`src/rtl/qio_pkg.sv`:
```
package qio_pkg;
  localparam int OP_W     = 5;
  localparam int OP_WRITE = 0;
  localparam int OP_SET   = 1;
  localparam int OP_CLR   = 2;
  localparam int OP_DIR   = 3;
  localparam int OP_READ  = 4;

  // strobes from control to datapath
  typedef struct packed {
    logic latchLd;  // load latch from bus
    logic bitMod;   // load latch from modified pin image
    logic bitVal;   // value forced into the addressed bit
    logic dirLd;    // load direction from bus
    logic dirRst;   // force all pins to input
    logic sampLd;   // capture synchronised pins at the boundary
    logic rdEn;     // present captured pins on the read bus
  } qioCtl_t;
endpackage

```
`src/rtl/qio_ctrl.sv`:
```
module qio_ctrl
  import qio_pkg::*;
(
  input  logic            clk,
  input  logic            rst_n,
  input  logic [OP_W-1:0] opSel,
  input  logic            cycEnd,
  input  logic            sysRst,
  output qioCtl_t         ctl
);
  logic opValid;
  assign opValid = $onehot(opSel);

  always_comb begin
    ctl.latchLd = cycEnd & opValid & opSel[OP_WRITE];
    ctl.bitMod  = cycEnd & opValid & (opSel[OP_SET] | opSel[OP_CLR]);
    ctl.bitVal  = opSel[OP_SET];
    ctl.dirRst  = sysRst;
    ctl.dirLd   = cycEnd & opValid & opSel[OP_DIR] & ~sysRst;
    ctl.sampLd  = cycEnd;
    ctl.rdEn    = opValid & opSel[OP_READ];
  end

  // at most one committing strobe per clock
  assert_commit_onehot_R9: assert property (@(posedge clk) disable iff (!rst_n)
    $onehot0({ctl.latchLd, ctl.bitMod, ctl.dirLd}));
  // nothing commits off the boundary clock
  assert_commit_edge_R10: assert property (@(posedge clk) disable iff (!rst_n)
    !cycEnd |-> !(ctl.latchLd | ctl.bitMod | ctl.dirLd));
endmodule

```
`src/rtl/qio_dp.sv`:
```
module qio_dp
  import qio_pkg::*;
#(
  parameter int WIDTH       = 4,
  parameter int BUS_W       = 8,
  parameter int SYNC_STAGES = 2,
  localparam int IDX_W      = $clog2(WIDTH)
) (
  input  logic             clk,
  input  logic             rst_n,
  input  qioCtl_t          ctl,
  input  logic [IDX_W-1:0] bitIdx,
  input  logic [WIDTH-1:0] wrBits,
  input  logic [WIDTH-1:0] pinIn,
  output logic [BUS_W-1:0] rdData,
  output logic [WIDTH-1:0] padOut,
  output logic [WIDTH-1:0] padOe
);
  logic [SYNC_STAGES-1:0][WIDTH-1:0] syncQ;
  logic [WIDTH-1:0] sampQ, latchQ, dirQ, modPins;

  always_ff @(posedge clk or negedge rst_n) begin
    if (!rst_n) syncQ <= '0;
    else        syncQ <= {syncQ[SYNC_STAGES-2:0], pinIn};
  end

  always_ff @(posedge clk or negedge rst_n) begin
    if (!rst_n)          sampQ <= '0;
    else if (ctl.sampLd) sampQ <= syncQ[SYNC_STAGES-1];
  end

  // read-modify-write image: captured pins with one bit forced
  for (genvar b = 0; b < WIDTH; b++) begin : g_mod
    assign modPins[b] = (bitIdx == IDX_W'(b)) ? ctl.bitVal : sampQ[b];
  end

  always_ff @(posedge clk or negedge rst_n) begin
    if (!rst_n)           latchQ <= '0;
    else if (ctl.latchLd) latchQ <= wrBits;
    else if (ctl.bitMod)  latchQ <= modPins;
  end

  always_ff @(posedge clk or negedge rst_n) begin
    if (!rst_n)          dirQ <= '1;
    else if (ctl.dirRst) dirQ <= '1;
    else if (ctl.dirLd)  dirQ <= wrBits;
  end

  assign padOut = latchQ;
  assign padOe  = ~dirQ;
  assign rdData = ctl.rdEn ? BUS_W'(sampQ) : '0;

  // captured image changes only at a boundary
  assert_samp_hold_R6: assert property (@(posedge clk) disable iff (!rst_n)
    !ctl.sampLd |=> $stable(sampQ));
  // direction reset wins over load
  assert_dir_reset_R2: assert property (@(posedge clk) disable iff (!rst_n)
    ctl.dirRst |=> dirQ == '1);
endmodule

```
`src/rtl/quad_io_port.sv`:
```
module quad_io_port
  import qio_pkg::*;
#(
  parameter int WIDTH       = 4,
  parameter int BUS_W       = 8,
  parameter int SYNC_STAGES = 2,
  localparam int IDX_W      = $clog2(WIDTH)
) (
  input  logic             clk,
  input  logic             rst_n,
  input  logic             sysRst,
  input  logic             cycEnd,
  input  logic [OP_W-1:0]  opSel,
  input  logic [IDX_W-1:0] bitIdx,
  input  logic [BUS_W-1:0] wrData,
  input  logic [WIDTH-1:0] pinIn,
  output logic [BUS_W-1:0] rdData,
  output logic [WIDTH-1:0] padOut,
  output logic [WIDTH-1:0] padOe
);
  qioCtl_t ctl;
  logic unusedHiBits;
  assign unusedHiBits = ^wrData[BUS_W-1:WIDTH];

  qio_ctrl u_ctrl (
    .clk(clk), .rst_n(rst_n), .opSel(opSel), .cycEnd(cycEnd),
    .sysRst(sysRst), .ctl(ctl)
  );

  qio_dp #(.WIDTH(WIDTH), .BUS_W(BUS_W), .SYNC_STAGES(SYNC_STAGES)) u_dp (
    .clk(clk), .rst_n(rst_n), .ctl(ctl), .bitIdx(bitIdx),
    .wrBits(wrData[WIDTH-1:0]), .pinIn(pinIn), .rdData(rdData),
    .padOut(padOut), .padOe(padOe)
  );

  assert_latch_hold_R10: assert property (@(posedge clk) disable iff (!rst_n)
    !cycEnd |=> $stable(padOut));
  assert_dir_hold_R10: assert property (@(posedge clk) disable iff (!rst_n)
    (!cycEnd && !sysRst) |=> $stable(padOe));
  assert_sysrst_inputs_R2: assert property (@(posedge clk) disable iff (!rst_n)
    sysRst |=> padOe == '0);
  assert_write_R4: assert property (@(posedge clk) disable iff (!rst_n)
    (cycEnd && opSel == OP_W'(1 << OP_WRITE)) |=> padOut == $past(wrData[WIDTH-1:0]));
  assert_bitset_R8: assert property (@(posedge clk) disable iff (!rst_n)
    (cycEnd && opSel == OP_W'(1 << OP_SET)) |=> padOut[$past(bitIdx)]);
  assert_bitclr_R8: assert property (@(posedge clk) disable iff (!rst_n)
    (cycEnd && opSel == OP_W'(1 << OP_CLR)) |=> !padOut[$past(bitIdx)]);
  assert_invalid_R9: assert property (@(posedge clk) disable iff (!rst_n)
    (cycEnd && !sysRst && !$onehot(opSel)) |=> ($stable(padOut) && $stable(padOe)));
  assert_rd_idle_R6: assert property (@(posedge clk) disable iff (!rst_n)
    opSel != OP_W'(1 << OP_READ) |-> rdData == '0);
endmodule

```
`config.mk`:
```
export PLATFORM = sky130hd
export DESIGN_NAME = quad_io_port
export DESIGN_NICKNAME = d
export VERILOG_FILES = /design/src/rtl/qio_pkg.sv /design/src/rtl/qio_ctrl.sv /design/src/rtl/qio_dp.sv /design/src/rtl/quad_io_port.sv
export SDC_FILE = /design/constraint.sdc
export NUM_CORES = 1
export LEC_CHECK = 0
export BUFFER_PORTS_ARGS = -buffer_cell sky130_fd_sc_hd__buf_4
export CAP_MARGIN = 20
export CORE_MARGIN = 1
export CORE_UTILIZATION = 49
export CTS_BUF_LIST = sky130_fd_sc_hd__clkbuf_8
export DETAILED_ROUTE_END_ITERATION = 8
export PLACE_DENSITY = 0.85
export SYNTH_ARGS = -nofsm -noshare
export SYNTH_HDL_FRONTEND = slang
export SYNTH_SLANG_ARGS = --single-unit
```
`constraint.sdc`:
```
create_clock -name clk -period 2.71 [get_ports clk]
set_input_delay 0.4065 -clock clk [delete_from_list [all_inputs] [get_ports clk]]
set_output_delay 0.4065 -clock clk [all_outputs]
set_load 0.03 [all_outputs]
```
Word level (Yosys, flattened, before mapping)

Index checks and enable logic that the tools add are counted.

Register bits: 20
Input bits: 23
Output and inout port bits: 16
Word-level logic and storage cells: 34

Add/subtract/negate cells: 4
Equality and inequality tests: 4
Multiplexer cells: 9
Bitwise logic cells: 9
Reduce and logical (&&, ||, !) cells: 3

Operators with widths:

| operator           | count |
|---|---|
| $mux 4             | 5 |
| $and 1x1->1        | 6 |
| $add 1x1->2        | 2 |
| $eq 2x2->1 const B | 2 |
| $mux 1             | 4 |
| $not 4->4          | 1 |
| $reduce_bool 2->1  | 2 |
| $add 3x1->3        | 1 |
| $add 3x3->3        | 1 |
| $eq 3x1->1 const B | 1 |
| $eq 2x1->1 const B | 1 |
| $logic_not 2->1    | 1 |
| $not 1->1          | 1 |
| $or 1x1->1         | 1 |

Logic depth before layout (Yosys ltp)

Depth after elaboration: 9
Mapped depth: 7
Depth with buffers taken out: 7

Hierarchy

From an unflattened synthesis, not the netlist that was laid out.

Cells, all modules: 83
Area total of the unflattened synthesis: 948.4 um2

By module, submodules not included:

| module   | times used | cells each | area an instance (um2) | seq. area each (um2) |
|---|---|---|---|---|
| qio_dp   | 1          | 65         | 798.3                  | 505.5 |
| qio_ctrl | 1          | 18         | 150.1                  | 0.0 |

Worst setup path after synthesis

OpenSTA, ideal clock, no wires.

Kind: input-to-output
Start: input port opSel[2]
End: output port rdData[0]
Arrival: 2,072 ps
Required time: 2,304 ps
Setup slack: 231 ps
Stages: 6
Path buffers: 0
Path through: ha_1 fa_1 inv_1 fa_1 and4_1 and2_1

Cells in the longest elaborated chain, start to end: 6

Ends and longest elaborated chain:

| item                              | line               | text |
|---|---|---|
| from (decl)                       | quad_io_port.sv:13 | `input logic [OP_W-1:0] opSel,` |
| $add 1x1->2 (not written as such) | qio_ctrl.sv:12     | `assign opValid = $onehot(opSel);` |
| $add 3x3->3 (not written as such) | qio_ctrl.sv:12     |  |
| $add 3x1->3 (not written as such) | qio_ctrl.sv:12     |  |
| $eq 3x1->1                        | qio_ctrl.sv:12     |  |
| $and 1x1->1                       | qio_ctrl.sv:21     | `ctl.rdEn = opValid & opSel[OP_READ];` |
| $mux 4                            | qio_dp.sv:51       | `assign rdData = ctl.rdEn ? BUS_W'(sampQ) : '0;` |
| to (decl)                         | quad_io_port.sv:17 | `output logic [BUS_W-1:0] rdData,` |

Every way passes these cells.

Worst setup path after layout

Start: input port opSel[2]
End: output port rdData[1]

The elaborated chain is that of the path after synthesis.

==> flow_metrics.tcl <==
set metrics [dict create \
    design.core.area_um2 1940 \
    leakage_power_of_the_design_nw 0.640 \
    buffer_ports.inserted 30 \
    timing.setup.critical_path_class "in -> out" \
    synthesis.area_per_instance_um2 11.6 \
    endpoint_kind "output port" \
    hold_slack_ps 9.54 \
    layout_worst_path_cycle_share_pct 98.4 \
    dr.first_iter.drc_count 12 \
    layout_common_cells "33 x sky130_fd_sc_hd__buf_4, 16 x sky130_fd_sc_hd__dfrtp_1, 9 x sky130_fd_sc_hd__nor2_1" \
    via_per_inst 4.89 \
    final_layout_size_suffix_gt1_share_pct 44.6 \
    htree_levels 1 \
    area_of_all_sequential_standard_cells_um2 505 \
    power_density_nw_per_um2 673 \
    total_power_mw 0.889 \
    synth_sequential_area_ratio_pct 50.2 \
    worst_path_max_delay_cell "sky130_fd_sc_hd__fa_1" \
    die_w_um 47.3 \
    cts.root.buffer_cell "sky130_fd_sc_hd__clkbuf_8" \
    max-cap-violations 0 \
    ys.warnings.count 0 \
    design.final.nets 149 \
    outcome "completed" \
    wl_met1_um 769 \
    rows 16 \
    cell_repeated_most_along_the_worst_path "sky130_fd_sc_hd__buf_4" \
    critPathRequiredTime_ps 2300 \
    drtAntennaViolNets 0 \
    starting_density_pct 51.8 \
    dr.max_layer_used "met4" \
    number_of_antenna_violations_at_the_first_check_in_global_routing 0 \
    post-route-min-period_ps 2670 \
    met3WireLength_um 80 \
    grt_pass1_vias 663 \
    detailedRoute.firstPassIterationCount 4 \
    grt_pass1_wl_mm 2.81 \
    tns_ps 0 \
    synth.lib_cells_used.distinct 28 \
    chipHeight_um 47.3 \
    cts-buffers-inserted 3 \
    grt_start_max_net_pins 21 \
    ys_ff_latch 20 \
    fmax_mhz 375 \
    layout.cells.non_filler 148 \
    drc 0 \
    clk_path_buf_depth 2 \
    num-fill-cells 162 \
    finalSetupViolCount 0 \
    die-area_um2 2240 \
    worst_vdd_ir_uv 371 \
    numPlacedInstances 143 \
    cts_hold_buf 0 \
    globalRouteTotalUtil_pct 18.6 \
    synth.cell_area_um2 1010 \
    cp.arrival_ps 2260 \
    critPathMaxFanout 4 \
    ioPinCount 39 \
    utilization_pct 68.0 \
    num_antenna_cells 0 \
    wirelength_mm 1.93 \
    clock_pin_slew_worst_setup_and_hold_paths_ps 70 \
    layout-area-overhead-vs-synth_pct 31.2 \
    critical-path-max-stage-delay_ps 440 \
    wl_per_cell_um 13.0 \
    hold_path.class "in -> async" \
    dr_total_vias 724 \
    multi_input_area_um2 448 \
    timing.critical_path.from_type "primary input" \
    clock-skew-final_ps 5.21 \
    routabilityCongestion 0.730 \
    maxSlewViolCount 0 \
    finalHoldViolCount 0 \
    dr_wl_met2_mm 1.06 \
    clock_tree_from_tritoncts "done" \
    cts.sink_count 20 \
    syn_inst 87 \
    gr-total-overflow 0 \
    clock_latency_ps 250 \
    dp_hpwl_mm 1.47 \
    layout_commonest_cell "sky130_fd_sc_hd__buf_4" \
    crit_path_cell_trace "buf_4 -> ha_1 -> fa_2 -> inv_2 -> fa_1 -> and4_4 -> and2_1 -> buf_4" \
]
==> timing repair <==
| item | CTS | global route |
|---|---|---|
| pin swaps | 0 | 1 |
| resized for setup | 1 | 2 |
| buffers inserted | 0 | 1 |
| endpoints found under the setup margin | 4 | 4 |
==> stage by stage <==
step | cell area [um^2] | setup WS (ps)
floorplan | 1020 | 231
global placement | 1250 | 35.1
detailed placement | 1250 | -23.7
CTS | 1310 | 8.49
global route | 1320 | -1.41
finish | 1320 | 42.8
==> layer usage <==
layer  vias to the layer above  GRT usage [%]
met2                        22           31.2
li1                        352              -
met1                       348           23.0
met5                         -              0
met3                         2           4.62
met4                         0           6.86
==> state kept, by name, summed over array words and instances (netlist names) <==
name	cells
u_dp.dirQ	4
u_dp.padOut	4
u_dp.sampQ	4
u_dp.syncQ	8
==> worst paths after layout <==
kind                                            from  slack, ps                          to  depth (start not counted)
setup reg to reg           u_dp.sampQ[3]$_DFFE_PN0P_       1700  u_dp.padOut[3]$_DFFE_PN0P_                          3
hold reg to reg              u_dp.syncQ[3]$_DFF_PN0_        350     u_dp.syncQ[7]$_DFF_PN0_                          0
hold / removal                                 rst_n         10  u_dp.padOut[1]$_DFFE_PN0P_                          1
setup / recovery                            opSel[2]         40                   rdData[1]                          8
min in group clk                            pinIn[1]        260     u_dp.syncQ[1]$_DFF_PN0_                          1
max in group asynchronous                      rst_n       2440    u_dp.dirQ[1]$_DFFE_PN1P_                          1
==> critical path, delay by kind of cell <==
kind / cells / cell delay, ps
buffers and inverters: 3 / 350
AND/OR/NAND/NOR: 2 / 360
adder cells (fa/ha/maj): 3 / 1140
==> report_power, final <==
| group | total, mW | internal [mW] | switching, mW |
|---|---|---|---|
| Combinational | 0.302 | 0.131 | 0.171 |
| Clock | 0.219 | 0.129 | 0.0905 |
| Sequential | 0.367 | 0.345 | 0.0221 |
==> final cells by class <==
| class | instances | share of cell area, % |
|---|---|---|
| clock buffer | 4 | 4.17 |
| multi-input combinational | 56 | 33.9 |
| sequential | 20 | 38.3 |
| tap | 27 | 2.56 |
| timing repair buffer | 33 | 18.8 |
| inverter | 8 | 2.27 |
==> Yosys cell counts <==
cell / count / area share [%]
sky130_fd_sc_hd__a211oi_1: 2 / 1.5
sky130_fd_sc_hd__a21boi_0: 1 / 0.75
sky130_fd_sc_hd__a21oi_1: 1 / 0.50
sky130_fd_sc_hd__a311oi_1: 1 / 0.87
sky130_fd_sc_hd__and2_1: 4 / 2.5
sky130_fd_sc_hd__and3b_1: 2 / 1.7
sky130_fd_sc_hd__and4_1: 1 / 0.87
sky130_fd_sc_hd__buf_1: 1 / 0.37
sky130_fd_sc_hd__buf_4: 4 / 3.0
sky130_fd_sc_hd__clkbuf_2: 1 / 0.50
sky130_fd_sc_hd__conb_1: 1 / 0.37
sky130_fd_sc_hd__dfrtp_1: 16 / 40
sky130_fd_sc_hd__dfstp_2: 4 / 10
sky130_fd_sc_hd__fa_1: 2 / 4.0
sky130_fd_sc_hd__ha_1: 2 / 2.5
sky130_fd_sc_hd__inv_1: 8 / 3.0
sky130_fd_sc_hd__mux2_2: 4 / 4.5
sky130_fd_sc_hd__mux2i_1: 4 / 4.0
sky130_fd_sc_hd__nand2b_1: 2 / 1.2
sky130_fd_sc_hd__nand4_4: 1 / 2.1
sky130_fd_sc_hd__nor2_1: 9 / 3.4
sky130_fd_sc_hd__nor2b_1: 4 / 2.5
sky130_fd_sc_hd__nor3_1: 1 / 0.50
sky130_fd_sc_hd__o21ai_0: 4 / 2.0
sky130_fd_sc_hd__o21bai_1: 1 / 0.75
sky130_fd_sc_hd__o31ai_2: 4 / 5.0
sky130_fd_sc_hd__or2_4: 1 / 0.87
sky130_fd_sc_hd__or3_1: 1 / 0.62
==> logic make-up after synthesis <==
| family | count (synthesis) | synth area share [%] |
|---|---|---|
| muxes | 8 | 8.46 |
| adders and majority gates | 4 | 6.47 |
| and+or+nand+nor | 26 | 16.3 |
| DFF | 20 | 50.2 |
| AOI/OAI and AO/OA | 14 | 11.3 |
| buffers and inverters | 14 | 6.84 |
| other | 1 | 0.373 |
(Power assumes the default switching activity.)
